<file path="config.mk">
export PLATFORM = sky130hd
export DESIGN_NAME = periph_guard
export DESIGN_NICKNAME = d
export VERILOG_FILES = /design/src/rtl/guard_pkg.sv /design/src/rtl/guard_rules.sv /design/src/rtl/guard_irq.sv /design/src/rtl/guard_resp_mux.sv /design/src/rtl/periph_guard.sv
export SDC_FILE = /design/constraint.sdc
export NUM_CORES = 1
export LEC_CHECK = 0
export BUFFER_PORTS_ARGS = -buffer_cell sky130_fd_sc_hd__clkbuf_2
export CORE_AREA = 2 2 290 292
export DETAILED_ROUTE_END_ITERATION = 10
export DIE_AREA = 0 0 292 294
export GPL_TIMING_DRIVEN = 1
export PLACE_DENSITY = 0.34
export SYNTH_ARGS = -nofsm -noshare
export SYNTH_HDL_FRONTEND = slang
export SYNTH_SLANG_ARGS = --single-unit
export TNS_END_PERCENT = 100
</file>
<file path="constraint.sdc">
create_clock -name clk -period 9.35 [get_ports clk]
set_input_delay 1.4025 -clock clk [delete_from_list [all_inputs] [get_ports clk]]
set_output_delay 1.4025 -clock clk [all_outputs]
set_load 0.03 [all_outputs]
</file>
<file path="src/rtl/guard_pkg.sv">
package guard_pkg;
    typedef enum logic [1:0] {
        ST_IDLE  = 2'd0,
        ST_PASS  = 2'd1,
        ST_BLOCK = 2'd2
    } gstate_t;
endpackage

</file>
<file path="src/rtl/guard_rules.sv">
module guard_rules #(
    parameter int          N         = 16,
    parameter logic [N-1:0] NS_EXEMPT = '0
) (
    input  logic [N-1:0] port_sel,
    input  logic [1:0]   attr,
    input  logic [N-1:0] allow_ns,
    input  logic [N-1:0] allow_user,
    output logic         sel_ok,
    output logic         grant
);
    logic [N-1:0] port_ok;

    for (genvar n = 0; n < N; n++) begin : g_port
        logic sec_pass;
        logic priv_pass;
        if (NS_EXEMPT[n]) begin : g_exempt
            assign sec_pass = 1'b1;
        end else begin : g_checked
            assign sec_pass = (attr[1] == allow_ns[n]);
        end
        assign priv_pass  = attr[0] | allow_user[n];
        assign port_ok[n] = sec_pass & priv_pass;
    end

    assign sel_ok = $onehot(port_sel);
    assign grant  = sel_ok & (|(port_sel & port_ok));
endmodule

</file>
<file path="src/rtl/guard_irq.sv">
module guard_irq (
    input  logic clk,
    input  logic rst_n,
    input  logic refuse,
    input  logic clr,
    input  logic en,
    output logic pending,
    output logic irq
);
    always_ff @(posedge clk or negedge rst_n) begin
        if (!rst_n) begin
            pending <= 1'b0;
        end else if (clr) begin
            pending <= 1'b0;
        end else if (refuse) begin
            pending <= 1'b1;
        end
    end

    assign irq = pending & en;
endmodule

</file>
<file path="src/rtl/guard_resp_mux.sv">
module guard_resp_mux #(
    parameter int N  = 16,
    parameter int DW = 32
) (
    input  logic [N-1:0]         held_sel,
    input  logic [N-1:0][DW-1:0] dn_prdata,
    input  logic [N-1:0]         dn_pready,
    input  logic [N-1:0]         dn_pslverr,
    output logic [DW-1:0]        rdata,
    output logic                 ready,
    output logic                 slverr
);
    always_comb begin
        rdata  = '0;
        ready  = 1'b0;
        slverr = 1'b0;
        for (int n = 0; n < N; n++) begin
            if (held_sel[n]) begin
                rdata  = rdata | dn_prdata[n];
                ready  = ready | dn_pready[n];
                slverr = slverr | dn_pslverr[n];
            end
        end
    end
endmodule

</file>
<file path="src/rtl/periph_guard.sv">
module periph_guard #(
    parameter int           N         = 16,
    parameter int           AW        = 12,
    parameter int           DW        = 32,
    parameter logic [N-1:0] NS_EXEMPT = 16'h8000
) (
    input  logic                 clk,
    input  logic                 rst_n,
    input  logic                 up_psel,
    input  logic                 up_penable,
    input  logic                 up_pwrite,
    input  logic [AW-1:0]        up_paddr,
    input  logic [DW-1:0]        up_pwdata,
    input  logic [2:0]           up_pprot,
    output logic [DW-1:0]        up_prdata,
    output logic                 up_pready,
    output logic                 up_pslverr,
    input  logic [N-1:0]         port_sel,
    input  logic [N-1:0]         allow_ns,
    input  logic [N-1:0]         allow_user,
    input  logic                 err_mode,
    input  logic                 irq_en,
    input  logic                 irq_clr,
    output logic                 irq,
    output logic [N-1:0]         dn_psel,
    output logic                 dn_penable,
    output logic                 dn_pwrite,
    output logic [AW-1:0]        dn_paddr,
    output logic [DW-1:0]        dn_pwdata,
    output logic [2:0]           dn_pprot,
    input  logic [N-1:0][DW-1:0] dn_prdata,
    input  logic [N-1:0]         dn_pready,
    input  logic [N-1:0]         dn_pslverr
);
    import guard_pkg::*;

    gstate_t      state_q, state_d;
    logic [N-1:0] held_sel_q;
    logic         err_q;
    logic         sel_ok;
    logic         grant;
    logic         setup;
    logic         refuse;
    logic         pending;
    logic [DW-1:0] mux_rdata;
    logic          mux_ready;
    logic          mux_slverr;

    guard_rules #(.N(N), .NS_EXEMPT(NS_EXEMPT)) u_rules (
        .port_sel   (port_sel),
        .attr       (up_pprot[1:0]),
        .allow_ns   (allow_ns),
        .allow_user (allow_user),
        .sel_ok     (sel_ok),
        .grant      (grant)
    );

    guard_resp_mux #(.N(N), .DW(DW)) u_mux (
        .held_sel   (held_sel_q),
        .dn_prdata  (dn_prdata),
        .dn_pready  (dn_pready),
        .dn_pslverr (dn_pslverr),
        .rdata      (mux_rdata),
        .ready      (mux_ready),
        .slverr     (mux_slverr)
    );

    assign setup  = up_psel & ~up_penable & (state_q == ST_IDLE);
    assign refuse = setup & ~grant;

    guard_irq u_irq (
        .clk     (clk),
        .rst_n   (rst_n),
        .refuse  (refuse),
        .clr     (irq_clr),
        .en      (irq_en),
        .pending (pending),
        .irq     (irq)
    );

    // next-state logic: GRANT, REFUSE, DONE
    always_comb begin
        state_d = state_q;
        unique case (state_q)
            ST_IDLE: begin
                if (setup) state_d = grant ? ST_PASS : ST_BLOCK;
            end
            ST_PASS: begin
                if (up_psel && up_penable && mux_ready) state_d = ST_IDLE;
            end
            ST_BLOCK: begin
                if (up_psel && up_penable) state_d = ST_IDLE;
            end
            default: state_d = ST_IDLE;
        endcase
    end

    // state register and transfer context
    always_ff @(posedge clk or negedge rst_n) begin
        if (!rst_n) begin
            state_q    <= ST_IDLE;
            held_sel_q <= '0;
            err_q      <= 1'b0;
        end else begin
            state_q <= state_d;
            if (setup) begin
                held_sel_q <= grant ? port_sel : '0;
                err_q      <= err_mode;
            end
        end
    end

    // outputs
    assign dn_pwrite = up_pwrite;
    assign dn_paddr  = up_paddr;
    assign dn_pwdata = up_pwdata;
    assign dn_pprot  = up_pprot;

    always_comb begin
        dn_psel    = '0;
        dn_penable = 1'b0;
        up_prdata  = '0;
        up_pready  = 1'b0;
        up_pslverr = 1'b0;
        unique case (state_q)
            ST_IDLE: begin
                if (setup && grant) dn_psel = port_sel;
            end
            ST_PASS: begin
                dn_psel    = held_sel_q & {N{up_psel}};
                dn_penable = up_penable;
                up_prdata  = mux_rdata;
                up_pready  = mux_ready;
                up_pslverr = mux_slverr & mux_ready;
            end
            ST_BLOCK: begin
                up_pready  = 1'b1;
                up_pslverr = err_q;
            end
            default: begin
                dn_psel = '0;
            end
        endcase
    end

    logic unused_ok;
    assign unused_ok = sel_ok;
endmodule

</file>
-- Yosys cells after proc, flatten, opt, wreduce, memory -nomap -nowiden
Cells that the tools add are included.
- output and inout port bits: 100
- word-level logic and storage cells: 195
- register bits: 20
- bitwise operators: 86
- equality and inequality tests: 21
- reductions and logical operators: 7
- muxes and demuxes: 62
- add/sub/neg operators: 15
- operators by type and width (operator ; count):
    2-to-1 mux 32 bit ; 17
    bitwise OR 32 bit ; 15
    bitwise OR 1 bit ; 46
    adder 5 bit ; 7
    2-to-1 mux 1 bit ; 35
    AND 16 bit ; 2
    2-to-1 mux 16 bit ; 2
    case mux 16 bit (2 select lines) ; 1
    AND 1 bit ; 21
    adder 1 x 1 -> 2 bit ; 8
    OR reduction 16 bit ; 1
    == test 1 bit ; 15
    2-to-1 mux 2 bit ; 4
    != test 2 bit (second input constant) ; 3
    case mux 2 bit (3 select lines) ; 1
    == test 5 x 1 -> 1 bit (second input constant) ; 1
    case mux 1 bit (2 select lines) ; 2
    logical AND 1 bit ; 3
    AND reduction 3 bit ; 1
    == test 2 x 1 -> 1 bit (second input constant) ; 1
    == test 2 bit (second input constant) ; 1
    logical NOT 2 bit ; 1
    inverter 1 bit ; 2
    nonzero test 2 bit ; 1

-- Depth between registers and ports, before layout
Gate-level depths: netlist (run 1).
- word-level depth: 34
- gate-level depth with buffers: 17
- depth with buffers taken out: 15

-- Cells and area by module
From an unflattened synthesis (run 1), not the netlist that was laid out.
- cells, all modules: 625
- area, all modules: 5416.4 µm²
- by module, submodules not included (module ; cells an instance ; times used ; area an instance (µm²)):
    guard_resp_mux ; 370 ; 1 ; 3088.0
    periph_guard ; 167 ; 1 ; 1589.0
    guard_rules ; 85 ; 1 ; 698.2
    guard_irq ; 3 ; 1 ; 41.3

-- Worst setup path after synthesis (run 1)
No wires, ideal clock.
- path kind: input to output
- start point: input port port_sel[0]
- end point: output port dn_psel[0]
- path slack: 2.249 ns
- stages on the path: 15
- buffers on the path: 2
- arrival time: 5.698 ns
- required time: 7.947 ns
- path through: ha_1 inv_1 fa_1 inv_1 fa_1 fa_1 fa_1 ha_1 fa_1 nor4b_1 o21a_1 and2_1 buf_2 buf_2 a32o_1
- longest elaborated chain between the ends: 9
- RTL lines (item ; RTL line ; text):
    start: declaration ; periph_guard.sv:18 ; input logic [N-1:0] port_sel,
    adder 1 x 1 -> 2 bit (not written as such) ; guard_rules.sv:26 ; assign sel_ok = $onehot(port_sel);
    adder 5 bit (not written as such) (3 in series) ; guard_rules.sv:26 ;
    == test 5 x 1 -> 1 bit ; guard_rules.sv:26 ;
    AND 1 bit ; guard_rules.sv:27 ; assign grant = sel_ok & (|(port_sel & port_ok));
    logical AND 1 bit ; periph_guard.sv:127 ; if (setup && grant) dn_psel = port_sel;
    2-to-1 mux 16 bit (*) ; periph_guard.sv:127 ;
    case mux 16 bit (2 select lines) (*) ; periph_guard.sv:125 ; unique case (state_q)
    end: declaration ; periph_guard.sv:25 ; output logic [N-1:0] dn_psel,
Every way passes the cells marked *; elsewhere a longest branch is shown, timed or not.

-- Worst setup path after layout (run 1)
- start point: input port port_sel[1]
- end point: output port dn_psel[14]
- longest elaborated chain between the ends: 9
- RTL lines (item ; RTL line):
    adder 1 x 1 -> 2 bit (not written as such) ; guard_rules.sv:26
    adder 5 bit (not written as such) (3 in series) ; guard_rules.sv:26
    == test 5 x 1 -> 1 bit ; guard_rules.sv:26
    AND 1 bit (*) ; guard_rules.sv:27
    logical AND 1 bit (*) ; periph_guard.sv:127
    2-to-1 mux 16 bit (*) ; periph_guard.sv:127
    case mux 16 bit (2 select lines) (*) ; periph_guard.sv:125
Marked as above.

==> results of run 1 <==
[cell type report]
type                            instances  area (µm²)  share of cell area, %
Multi-Input combinational cell        509        4050                   42.5
Timing Repair Buffer                  673        3420                   35.8
Tap cell                             1080        1350                   14.2
Sequential cell                        20         520                   5.45
Inverter                               21        78.8                  0.826
Clock buffer                            3        75.1                  0.786
Clock inverter                          1        30.0                  0.315
Antenna cell                            8        20.0                  0.210
[power breakdown]
part	leakage [µW]	total (µW)	switching [µW]	internal (µW)
clock	0.0000512	121	35.4	85.1
sequential	0.000248	353	228	126
combinational	0.00418	2120	1410	702
total	0.00448	2590	1680	913
[worst max-delay path by stage]
stage	startpoint	endpoint	slack (ns)	cells past startpoint
final	port_sel[1]	dn_psel[14]	1.40	17
after global routing	port_sel[1]	dn_psel[14]	1.19	15
after CTS	port_sel[1]	dn_psel[14]	1.37	17
after detailed placement	port_sel[1]	dn_psel[14]	1.37	17
after global placement	port_sel[1]	dn_psel[14]	1.37	17
after floorplan	port_sel[0]	dn_psel[0]	2.25	15
[critical path: stages]
cell	delay, ns
clkbuf_2	0.18
ha_1	0.32
inv_1	0.05
fa_1	0.52
inv_1	0.06
fa_1	0.41
inv_1	0.08
fa_1	0.42
inv_1	0.08
fa_1	0.41
ha_1	0.23
fa_1	0.48
nor4b_1	0.28
o21a_1	0.32
and2_1	0.81
a32o_1	0.29
clkbuf_2	0.21
[synth_stat cells (3+ instances only)]
library cell	count
buf_1	3
buf_4	48
a22oi_1	174
o21a_1	34
o22ai_1	6
and2_1	6
nor2_1	5
a22o_2	4
a32o_1	28
dfrtp_1	20
inv_1	21
o21ai_0	17
nand2_1	7
and3_1	5
ha_1	16
nand3_1	41
buf_2	3
clkbuf_1	69
a22o_1	49
fa_1	11
xor2_1	15
buf_6	5
nand4_1	24
a221oi_1	49
[registers in the layout, indices dropped and copies added, names as in the netlist]
name	count
err_q	1
held_sel_q	16
u_irq.pending	1
state_q	2
[layer usage]
| layer | global-route usage, % | vias to the layer above | routed length [µm] |
|---|---|---|---|
| met2 | 26.0 | 705 | 32200 |
| li1 | - | 3877 | - |
| met4 | 5.85 | 16 | 2900 |
| met1 | 18.2 | 4448 | 27900 |
| met5 | 0 | - | 105 |
| met3 | 4.11 | 117 | 6140 |
[cells in the final DEF (no fill, tap or decap), types with 2 or more instances in the layout]
cell	count
a22o_1	49
and2_1	6
a22oi_1	174
clkbuf_16	3
nor2b_1	2
o22ai_1	6
dfrtp_1	4
o21a_1	34
clkbuf_2	653
fa_1	11
nand2_1	7
ha_1	15
diode_2	8
inv_1	21
nand3_1	41
and3_1	5
buf_4	20
a221oi_1	49
a32o_1	28
nand4_1	24
a21oi_1	2
a22o_2	4
xor2_1	15
o21ai_0	17
dfrtp_2	16
nor2_1	5
[per-stage QoR]
stage	setup slack [ns]	util [%]	cells	power [µW]
4_1_cts	1.37	11.5	2307	2660
5_1_grt	1.19	11.5	2313	2770
3_3_place_gp	1.37	11.4	2303	2510
2_1_floorplan	2.25	-	679	1340
6_report	1.40	11.5	2315	2590
3_5_place_dp	1.37	11.4	2303	2530
[kinds of logic (layout without fill, tap and decap cells)]
group / after synthesis / in the layout / share of synthesized area [%]
AND/OR/NAND/NOR: 97 / 97 / 10.4
other: 0 / 8 / 0
buffers and inverters: 150 / 698 / 15.0
XOR/XNOR: 15 / 15 / 2.46
flip-flops: 20 / 20 / 9.37
adder cells (fa/ha/maj): 27 / 27 / 7.87
AO/OA/AOI/OAI: 370 / 370 / 55.0
==> metrics.csv, run 1 <==
metric,value,unit
Resized cells post-CTS,0,
Final Cycle Share,85.0,%
post-route cell area,9550,µm²
Initial Utilization,6.44,%
largest vdd supply drop,0.126,mV
share of layout cells above drive strength 1,57.3,%
# fillers,9794,
post-cts hold buffer count,0,
Clock Root Buffer,clkbuf_16,
hold path depth,2,
DR WL/cell,29.9,µm
Synth Flop Type,dfrtp_1,
r2r worst-path depth,6,
initial antenna violation count,31,
Post-synth ARST share,100,%
worst hold slack,0.489,ns
post-detail-place hpwl,58.7,mm
Setup crit start kind,input pin,
Detailed Route WL,69.2,mm
Netlist Area Pre-Place,5340,µm²
Final min period,7.95,ns
Inserted Clock Buffers,3,
"Slew Viols, Final",0,
syn_area_per_cell,7.87,µm²
"EDFF count, synth",0,
DRC,0,
htree depth,1,
GRT overflow,0,
cell taking the most area after synthesis,a22oi_1,
drt via density,3.96,
die area,85800,µm²
maxcap violations,0,
launch point of the worst hold path,err_q$_DFFE_PN0P_,
NumNets Final,1902,
setup violators final,0,
Fin. Hold Viols,0,
GRT Util Overall,15.2,%
"CTS clk-pin slew, worst paths",0.06,ns
Synth Register Bits,20,
Routed Antenna Nets,0,
Slew headroom,36.0,%
status,finished clean,
r2r setup slk,6.71,ns
power density over the cells,271,nW/µm²
critical path type,in -> out,
clock sink count,20,
Worst Skew,0.00245,ns
Synth top area share,24.5,%
worst-margin pin slew,0.960,ns
vias in the first global route,9578,
worst skew pair latency,0.26,ns
placement-stage cell area,9420,µm²
# IOs,747,
Gate Count Post-Synth,679,
routed vias,9163,
Core Area,82900,µm²
reg-to-reg startpoint,held_sel_q[13]$_DFFE_PN0P_,
Port Buffers,653,
Syn-to-layout area delta,78.7,%
postcts setup bufs,0,
Worst Path Required,7.95,ns
Synth Warn #,0,
CP Capture Type,primary output,
Synth cell types,41,
DR iter-0 viols,685,
RSZ-0062 raised after global routing,false,
HP Class,reg -> reg,
Min-Delay Endpoint,err_q$_DFFE_PN0P_,
row cnt,106,
drt pass-1 iters,7,
Die X-Extent,292,µm
clock tree buffer depth,2,
gpl congestion,0.880,
Die Height,294,µm
Static Leak,0.00448,µW
Syn Nets,1353,
crit-path max FO,21,
largest net degree at the start of global routing,38,
CTS tree,built,
first-pass GRT wire length,88.1,mm
Worst EP arrival,6.55,ns
Fin Setup TNS,0,ns
r2r endpoint,state_q[0]$_DFFE_PN0P_,
sequential fraction of the synthesis area,9.37,%
Synth area leaders,"a22oi_1 (24%), dfrtp_1 (9.4%), a221oi_1 (8.0%), a22o_1 (8.0%), buf_4 (6.7%)",
max frequency,0.126,GHz
No activity file was read; power rests on OpenSTA's default activity.
==> run 2: changes to the inputs <==
--- a/config.mk
+++ b/config.mk
@@ -6,11 +6,13 @@
 export NUM_CORES = 1
 export LEC_CHECK = 0
 export BUFFER_PORTS_ARGS = -buffer_cell sky130_fd_sc_hd__clkbuf_2
+export CELL_PAD_IN_SITES_DETAIL_PLACEMENT = 1
+export CELL_PAD_IN_SITES_GLOBAL_PLACEMENT = 1
 export CORE_AREA = 2 2 290 292
 export DETAILED_ROUTE_END_ITERATION = 10
 export DIE_AREA = 0 0 292 294
 export GPL_TIMING_DRIVEN = 1
-export PLACE_DENSITY = 0.34
+export PLACE_DENSITY = 0.44
 export SYNTH_ARGS = -nofsm -noshare
 export SYNTH_HDL_FRONTEND = slang
 export SYNTH_SLANG_ARGS = --single-unit
==> run 2 against run 1 <==
  * Highest routed layer unchanged
  * Clock-buffer cell count grew 1
  * Setup slack worse by 0.18 ns
  * Combinational power grew 4%
  * Clock power is 15% lower
  * Cell count increased by 0.56%
  * Routed wire length increased by 5.2%
  * Global-route usage rose by 0.90 points
  * Total power rose by 0.43%
  * Worst hold slack lost 0.0024 ns
  * Fmax down 2.2%
  * First-iteration DRC count decreased by 37%
  * Sequential power decreased by 15%
==> metrics.csv, run 2 (same netlist as run 1, synthesis figures left out) <==
metric,value,unit,change
maxcap violations,0,,unchanged
Initial Utilization,6.44,%,unchanged
"CTS clk-pin slew, worst paths",0.06,ns,about the same
worst skew pair latency,0.27,ns,was 0.26 ns
Non-Filler Instances,2328,,was 2315
htree depth,1,,unchanged
drt via density,3.93,,was 3.96
Slew headroom,40.1,%,was 36.0%
Final min period,8.13,ns,was 7.95 ns
Detailed Route WL,72.8,mm,was 69.2 mm
Worst Skew,0.00571,ns,was 0.00245 ns
Routed Antenna Nets,0,,unchanged
status,finished clean,,unchanged
RSZ-0062 raised after global routing,false,,unchanged
crit path buf inv count,4,,was 6
r2r worst-path depth,6,,unchanged
row cnt,106,,unchanged
DR iter-0 viols,433,,was 685
postcts setup bufs,0,,unchanged
NumNets Final,1907,,was 1902
Largest register FFs,16,,unchanged
"Most flops, register",held_sel_q,,unchanged
Resized cells post-CTS,0,,unchanged
reg-to-reg startpoint,held_sel_q[4]$_DFFE_PN0P_,,was held_sel_q[13]$_DFFE_PN0P_
first-pass GRT wire length,93.3,mm,was 88.1 mm
Fin Setup TNS,0,ns,unchanged
Top delay family on crit path,adder cells,,unchanged
crit-path cells,"clkbuf_2, ha_1, inv_1, fa_1, inv_1, fa_1, fa_1, fa_1, ha_1, fa_1, nor4b_1, o21a_1, and2_1, a32o_1, clkbuf_2",,"was clkbuf_2, ha_1, inv_1, fa_1, inv_1, fa_1, inv_1, fa_1, inv_1, fa_1, ha_1, fa_1, nor4b_1, o21a_1, and2_1, a32o_1, clkbuf_2"
Core Area,82900,µm²,unchanged
initial antenna violation count,43,,was 31
Clock Root Buffer,clkbuf_16,,unchanged
HP Class,reg -> reg,,unchanged
Port Buffers,653,,unchanged
"commonest non-fill, non-tap cells in the layout","clkbuf_2 (653), a22oi_1 (174), a221oi_1 (49), a22o_1 (49), nand3_1 (41)",,unchanged
launch point of the worst hold path,err_q$_DFFE_PN0P_,,unchanged
Static Leak,0.00450,µW,was 0.00448 µW
die area,85800,µm²,unchanged
Setup crit start kind,input pin,,unchanged
most common library cell in the layout ignoring fill and taps,clkbuf_2,,unchanged
worst-margin pin slew,0.898,ns,was 0.960 ns
Die X-Extent,292,µm,unchanged
GRT overflow,0,,unchanged
DR WL/cell,31.3,µm,was 29.9 µm
crit-path max FO,21,,unchanged
r2r setup slk,6.69,ns,was 6.71 ns
Worst EP arrival,6.73,ns,was 6.55 ns
Worst Path Required,7.95,ns,about the same
Min-Delay Endpoint,err_q$_DFFE_PN0P_,,unchanged
vias in the first global route,10000,,was 9578
clock tree buffer depth,2,,unchanged
Die Height,294,µm,unchanged
Inserted Clock Buffers,3,,unchanged
Slowest cell on crit path,and2_1,,unchanged
hold path depth,2,,unchanged
Placed Cells,2308,,was 2303
largest net degree at the start of global routing,38,,unchanged
power density over the cells,271,nW/µm²,about the same
CP dominant cell by count,fa_1,,unchanged
drt pass-1 iters,5,,was 7
Syn-to-layout area delta,79.5,%,was 78.7%
clock sink count,20,,unchanged
max frequency,0.123,GHz,was 0.126 GHz
# IOs,747,,unchanged
Fin. Hold Viols,0,,unchanged
post-cts hold buffer count,0,,unchanged
setup violators final,0,,unchanged
Final Cycle Share,87.0,%,was 85.0%
max incr delay on CP,0.76,ns,was 0.81 ns
"Slew Viols, Final",0,,unchanged
GRT Util Overall,16.2,%,was 15.2%
CP Capture Type,primary output,,unchanged
CTS tree,built,,unchanged
share of layout cells above drive strength 1,57.5,%,was 57.3%
gpl congestion,0.884,,was 0.880
routed vias,9139,,was 9163
largest vdd supply drop,0.0757,mV,was 0.126 mV
post-detail-place hpwl,61.8,mm,was 58.7 mm
DRC,0,,unchanged
biggest regs,"held_sel_q: 16 flops, state_q: 2 flops",,unchanged
critical path type,in -> out,,unchanged
r2r endpoint,state_q[1]$_DFFE_PN0P_,,was state_q[0]$_DFFE_PN0P_
-- run 2: changes by cell type in the layout (fill, tap and decap cells not counted) --
cell | previous run | this run
buf_4 | 20 | 25
bufinv_16 | 1 | 0
clkbuf_8 | 0 | 1
diode_2 | 8 | 16
-- run 2: report_power, final --
| part | internal (µW) | total, µW | switching (µW) |
|---|---|---|---|
| logic | 716 | 2200 | 1480 |
| registers | 127 | 301 | 175 |
| clock network | 65.5 | 103 | 37.0 |
-- run 2: final cells by class --
| class | instances | area (µm²) |
|---|---|---|
| fill | 10200 | 73300 |
| multi-input combinational | 509 | 4050 |
| timing repair buffer | 678 | 3460 |
| tap | 1080 | 1350 |
| sequential | 20 | 520 |
| clock buffer | 4 | 88.8 |
| inverter | 21 | 78.8 |
| antenna | 16 | 40.0 |
-- run 2: worst max-delay path by stage --
stage | depth (start not counted) | to | slack (ns) | start
after floorplan | 15 | dn_psel[0] | 2.25 | port_sel[0]
after global placement | 15 | dn_psel[15] | 1.34 | port_sel[8]
after detailed placement | 17 | dn_psel[15] | 1.18 | port_sel[8]
after CTS | 15 | dn_psel[15] | 1.17 | port_sel[8]
after global routing | 17 | dn_psel[15] | 1.05 | port_sel[8]
final | 15 | dn_psel[15] | 1.22 | port_sel[8]
-- run 2: per-layer routing --
metal	track usage (%)	share of wire (%)
met1	18.9	40
met2	27.1	46
met3	5.91	10
met4	5.44	3.4
met5	0	0.28
-- run 2: worst min-delay path, cell delays in order (launching register included) --
cell     delay, ns
dfrtp_1       0.35
nand2_1       0.05
nand2_1       0.06
-- run 2: stage by stage --
stage	utilization, %	power [µW]	hold WS, ns	instance area, µm²	setup slack [ns]
after detailed placement	11.4	2610	0.486	9460	1.18
final	11.6	2600	0.487	9590	1.22
after floorplan	-	1340	0.446	5340	2.25
after global routing	11.5	2830	0.516	9570	1.05
after global placement	11.4	2580	0.492	9460	1.34
after CTS	11.5	2720	0.501	9550	1.17
==> run 3: changes to the inputs <==
==> constraint.sdc (replaced) <==
create_clock -name clk -period 9.35 [get_ports clk]
set_input_delay 2.3375 -clock clk [delete_from_list [all_inputs] [get_ports clk]]
set_output_delay 2.3375 -clock clk [all_outputs]
set_load 0.03 [all_outputs]
==> run 3 against run 2 <==
  * Core utilization rose by 0.059 points
  * Critical path depth rose by 1
  * Routed wire length rose by 1.2%
  * Clock-buffer cell count did not move
  * Sequential power rose by 24%
  * Die area did not move
  * Clock power fell by 9%
  * Setup slack got worse by 1.1 ns
  * Combinational power barely moved
  * Via count barely moved
  * Global-route usage rose by 0.22 points
  * Worst hold slack got worse by 0.0055 ns
  * Critical path type unchanged
==> metrics.csv, run 3 (same netlist as run 1, synthesis figures left out) <==
metric,value,unit,change
status,finished clean,,unchanged
share of total power in combinational logic,82.4,%,was 84.5%
power density over the cells,274,nW/µm²,was 271 nW/µm²
Fin. Hold Viols,0,,unchanged
multi-input logic area,4060,µm²,was 4050 µm²
Die Height,294,µm,unchanged
max incr delay on CP,0.54,ns,was 0.76 ns
"Slew Viols, Final",0,,unchanged
# IOs,747,,unchanged
Fin Setup TNS,0,ns,unchanged
Final Cycle Share,98.3,%,was 87.0%
first-pass GRT wire length,94.5,mm,was 93.3 mm
DRC,0,,unchanged
GRT overflow,0,,unchanged
critical path type,in -> out,,unchanged
Core Area,82900,µm²,unchanged
CP Capture Type,primary output,,unchanged
part of the power in registers,14.1,%,was 11.6%
Routed Antenna Nets,0,,unchanged
max frequency,0.109,GHz,was 0.123 GHz
Syn-to-layout area delta,80.4,%,was 79.5%
largest vdd supply drop,0.0927,mV,was 0.0757 mV
post-route cell area,9640,µm²,was 9590 µm²
crit-path max FO,28,,was 21
"Most flops, register",held_sel_q,,unchanged
worst-margin pin slew,0.947,ns,was 0.898 ns
clock sink count,20,,unchanged
Worst Path Required,7.01,ns,was 7.95 ns
Die X-Extent,292,µm,unchanged
largest net degree at the start of global routing,38,,unchanged
htree depth,1,,unchanged
Largest register FFs,16,,unchanged
vias in the first global route,10100,,was 10.0k
hold path depth,2,,unchanged
Final min period,9.19,ns,was 8.13 ns
NumNets Final,1913,,was 1907
most common library cell in the layout ignoring fill and taps,clkbuf_2,,unchanged
die area,85800,µm²,unchanged
Clock Root Buffer,clkbuf_16,,unchanged
HP Class,reg -> reg,,unchanged
CP dominant cell by count,fa_1,,unchanged
CTS tree,built,,unchanged
Resized cells post-CTS,0,,unchanged
maxcap violations,0,,unchanged
placement-stage cell area,9520,µm²,was 9460 µm²
postcts setup bufs,0,,unchanged
Slowest cell on crit path,fa_1,,was and2_1
worst skew pair latency,0.26,ns,was 0.27 ns
r2r worst-path depth,7,,was 6
Setup crit start kind,input pin,,unchanged
WP depth,16,,was 15
drt via density,3.92,,was 3.93
GRT Util Overall,16.4,%,was 16.2%
clock tree buffer depth,2,,unchanged
setup violators final,0,,unchanged
crit-path cells,"clkbuf_2, ha_1, inv_1, fa_1, inv_1, fa_1, fa_1, fa_1, ha_1, fa_1, nor4b_2, o21a_1, and2_1, buf_12, a32o_1, buf_2",,"was clkbuf_2, ha_1, inv_1, fa_1, inv_1, fa_1, fa_1, fa_1, ha_1, fa_1, nor4b_1, o21a_1, and2_1, a32o_1, clkbuf_2"
gpl congestion,0.900,,was 0.884
worst hold slack,0.481,ns,was 0.487 ns
"commonest non-fill, non-tap cells in the layout","clkbuf_2 (650), a22oi_1 (174), a221oi_1 (49), a22o_1 (49), nand3_1 (41)",,"was clkbuf_2 (653), a22oi_1 (174), a221oi_1 (49), a22o_1 (49), nand3_1 (41)"
row cnt,106,,unchanged
Critical Path Start,port_sel[8],,unchanged
Worst Skew,0.00349,ns,was 0.00571 ns
reg-to-reg startpoint,held_sel_q[0]$_DFFE_PN0P_,,was held_sel_q[4]$_DFFE_PN0P_
sw frac,65.6,%,was 65.1%
Internal Power,908,µW,about the same
drt pass-1 iters,5,,unchanged
Clk pwr share,3.5,%,was 3.9%
sequential cell area,520,µm²,unchanged
Detailed Route WL,73.7,mm,was 72.8 mm
Switching Power,1730,µW,was 1690 µW
DR iter-0 viols,505,,was 433
Slew headroom,36.8,%,was 40.1%
Top delay family on crit path,adder cells,,unchanged
Worst EP arrival,6.85,ns,was 6.73 ns
Port Buffers,653,,unchanged
Static Leak,0.00453,µW,was 0.00450 µW
Inserted Clock Buffers,3,,unchanged
routed vias,9141,,was 9139
Initial Utilization,6.44,%,unchanged
post-detail-place hpwl,62.8,mm,was 61.8 mm
crit path buf inv count,5,,was 4
biggest regs,"held_sel_q: 16 flops, state_q: 2 flops",,unchanged
share of layout cells above drive strength 1,57.7,%,was 57.5%
post-cts hold buffer count,0,,unchanged
launch point of the worst hold path,err_q$_DFFE_PN0P_,,unchanged
DR WL/cell,31.6,µm,was 31.3 µm
"CTS clk-pin slew, worst paths",0.06,ns,about the same
initial antenna violation count,35,,was 43
RSZ-0062 raised after global routing,false,,unchanged
# fillers,10200,,about the same
-- run 3: cell types whose count changed in the layout (fill, tap and decap cells not counted) --
cell      change
buf_12        +1
buf_2         +2
buf_4         +5
clkbuf_1      +1
clkbuf_2      -3
clkbuf_4      +1
clkbuf_8      -1
diode_2       -3
nor4b_1       -1
nor4b_2       +1
-- run 3: worst register-to-register path: cells and delay by family (launching register included) --
kind	cells	cell delay [ns]
AOI/OAI and AO/OA	4	0.86
buffers and inverters	2	0.77
DFF	1	0.73
and+or+nand+nor	1	0.34
-- run 3: cell type report --
| cell class | instances | share of cell area [%] |
|---|---|---|
| Antenna cell | 13 | 0.338 |
| Inverter | 21 | 0.818 |
| Sequential cell | 20 | 5.40 |
| Timing Repair Buffer | 684 | 36.5 |
| Clock buffer | 4 | 0.818 |
| Tap cell | 1080 | 14.0 |
| Multi-Input combinational cell | 509 | 42.1 |
-- run 3: metrics by stage --
stage	setup slack (ns)	power, µW	cells	utilization (%)
3_3_place_gp	0.0786	2600	2314	11.5
5_1_grt	0.0157	2840	2322	11.6
4_1_cts	0.0537	2720	2318	11.6
2_1_floorplan	0.379	1340	679	-
6_report	0.159	2640	2331	11.6
3_5_place_dp	0.0639	2620	2314	11.5
-- run 3: power groups by stage --
stage          Combinational [µW]  Clock, µW  Sequential, µW
5_1_grt                      2350        100             383
6_report                     2180       93.7             372
3_5_place_dp                 2230          0             382
2_1_floorplan                1200          0             133
4_1_cts                      2240       95.7             381
3_3_place_gp                 2220          0             382
-- run 3: layer usage --
metal / wire length, µm / GRT usage, %
met2: 33800 / 27.6
met3: 7180 / 5.73
met4: 2290 / 4.50
met1: 30300 / 19.6
met5: 138 / 0
-- run 3: path summary, 6_finish.rpt --
| path | endpoint | slack (ns) |
|---|---|---|
| max in group asynchronous | held_sel_q[7]$_DFFE_PN0P_ | 6.91 |
| min in group asynchronous | state_q[0]$_DFFE_PN0P_ | 2.05 |
| setup / recovery | dn_psel[14] | 0.16 |
| hold reg to reg | err_q$_DFFE_PN0P_ | 0.48 |
| setup reg to reg | state_q[1]$_DFFE_PN0P_ | 6.51 |
| hold / removal | err_q$_DFFE_PN0P_ | 0.48 |
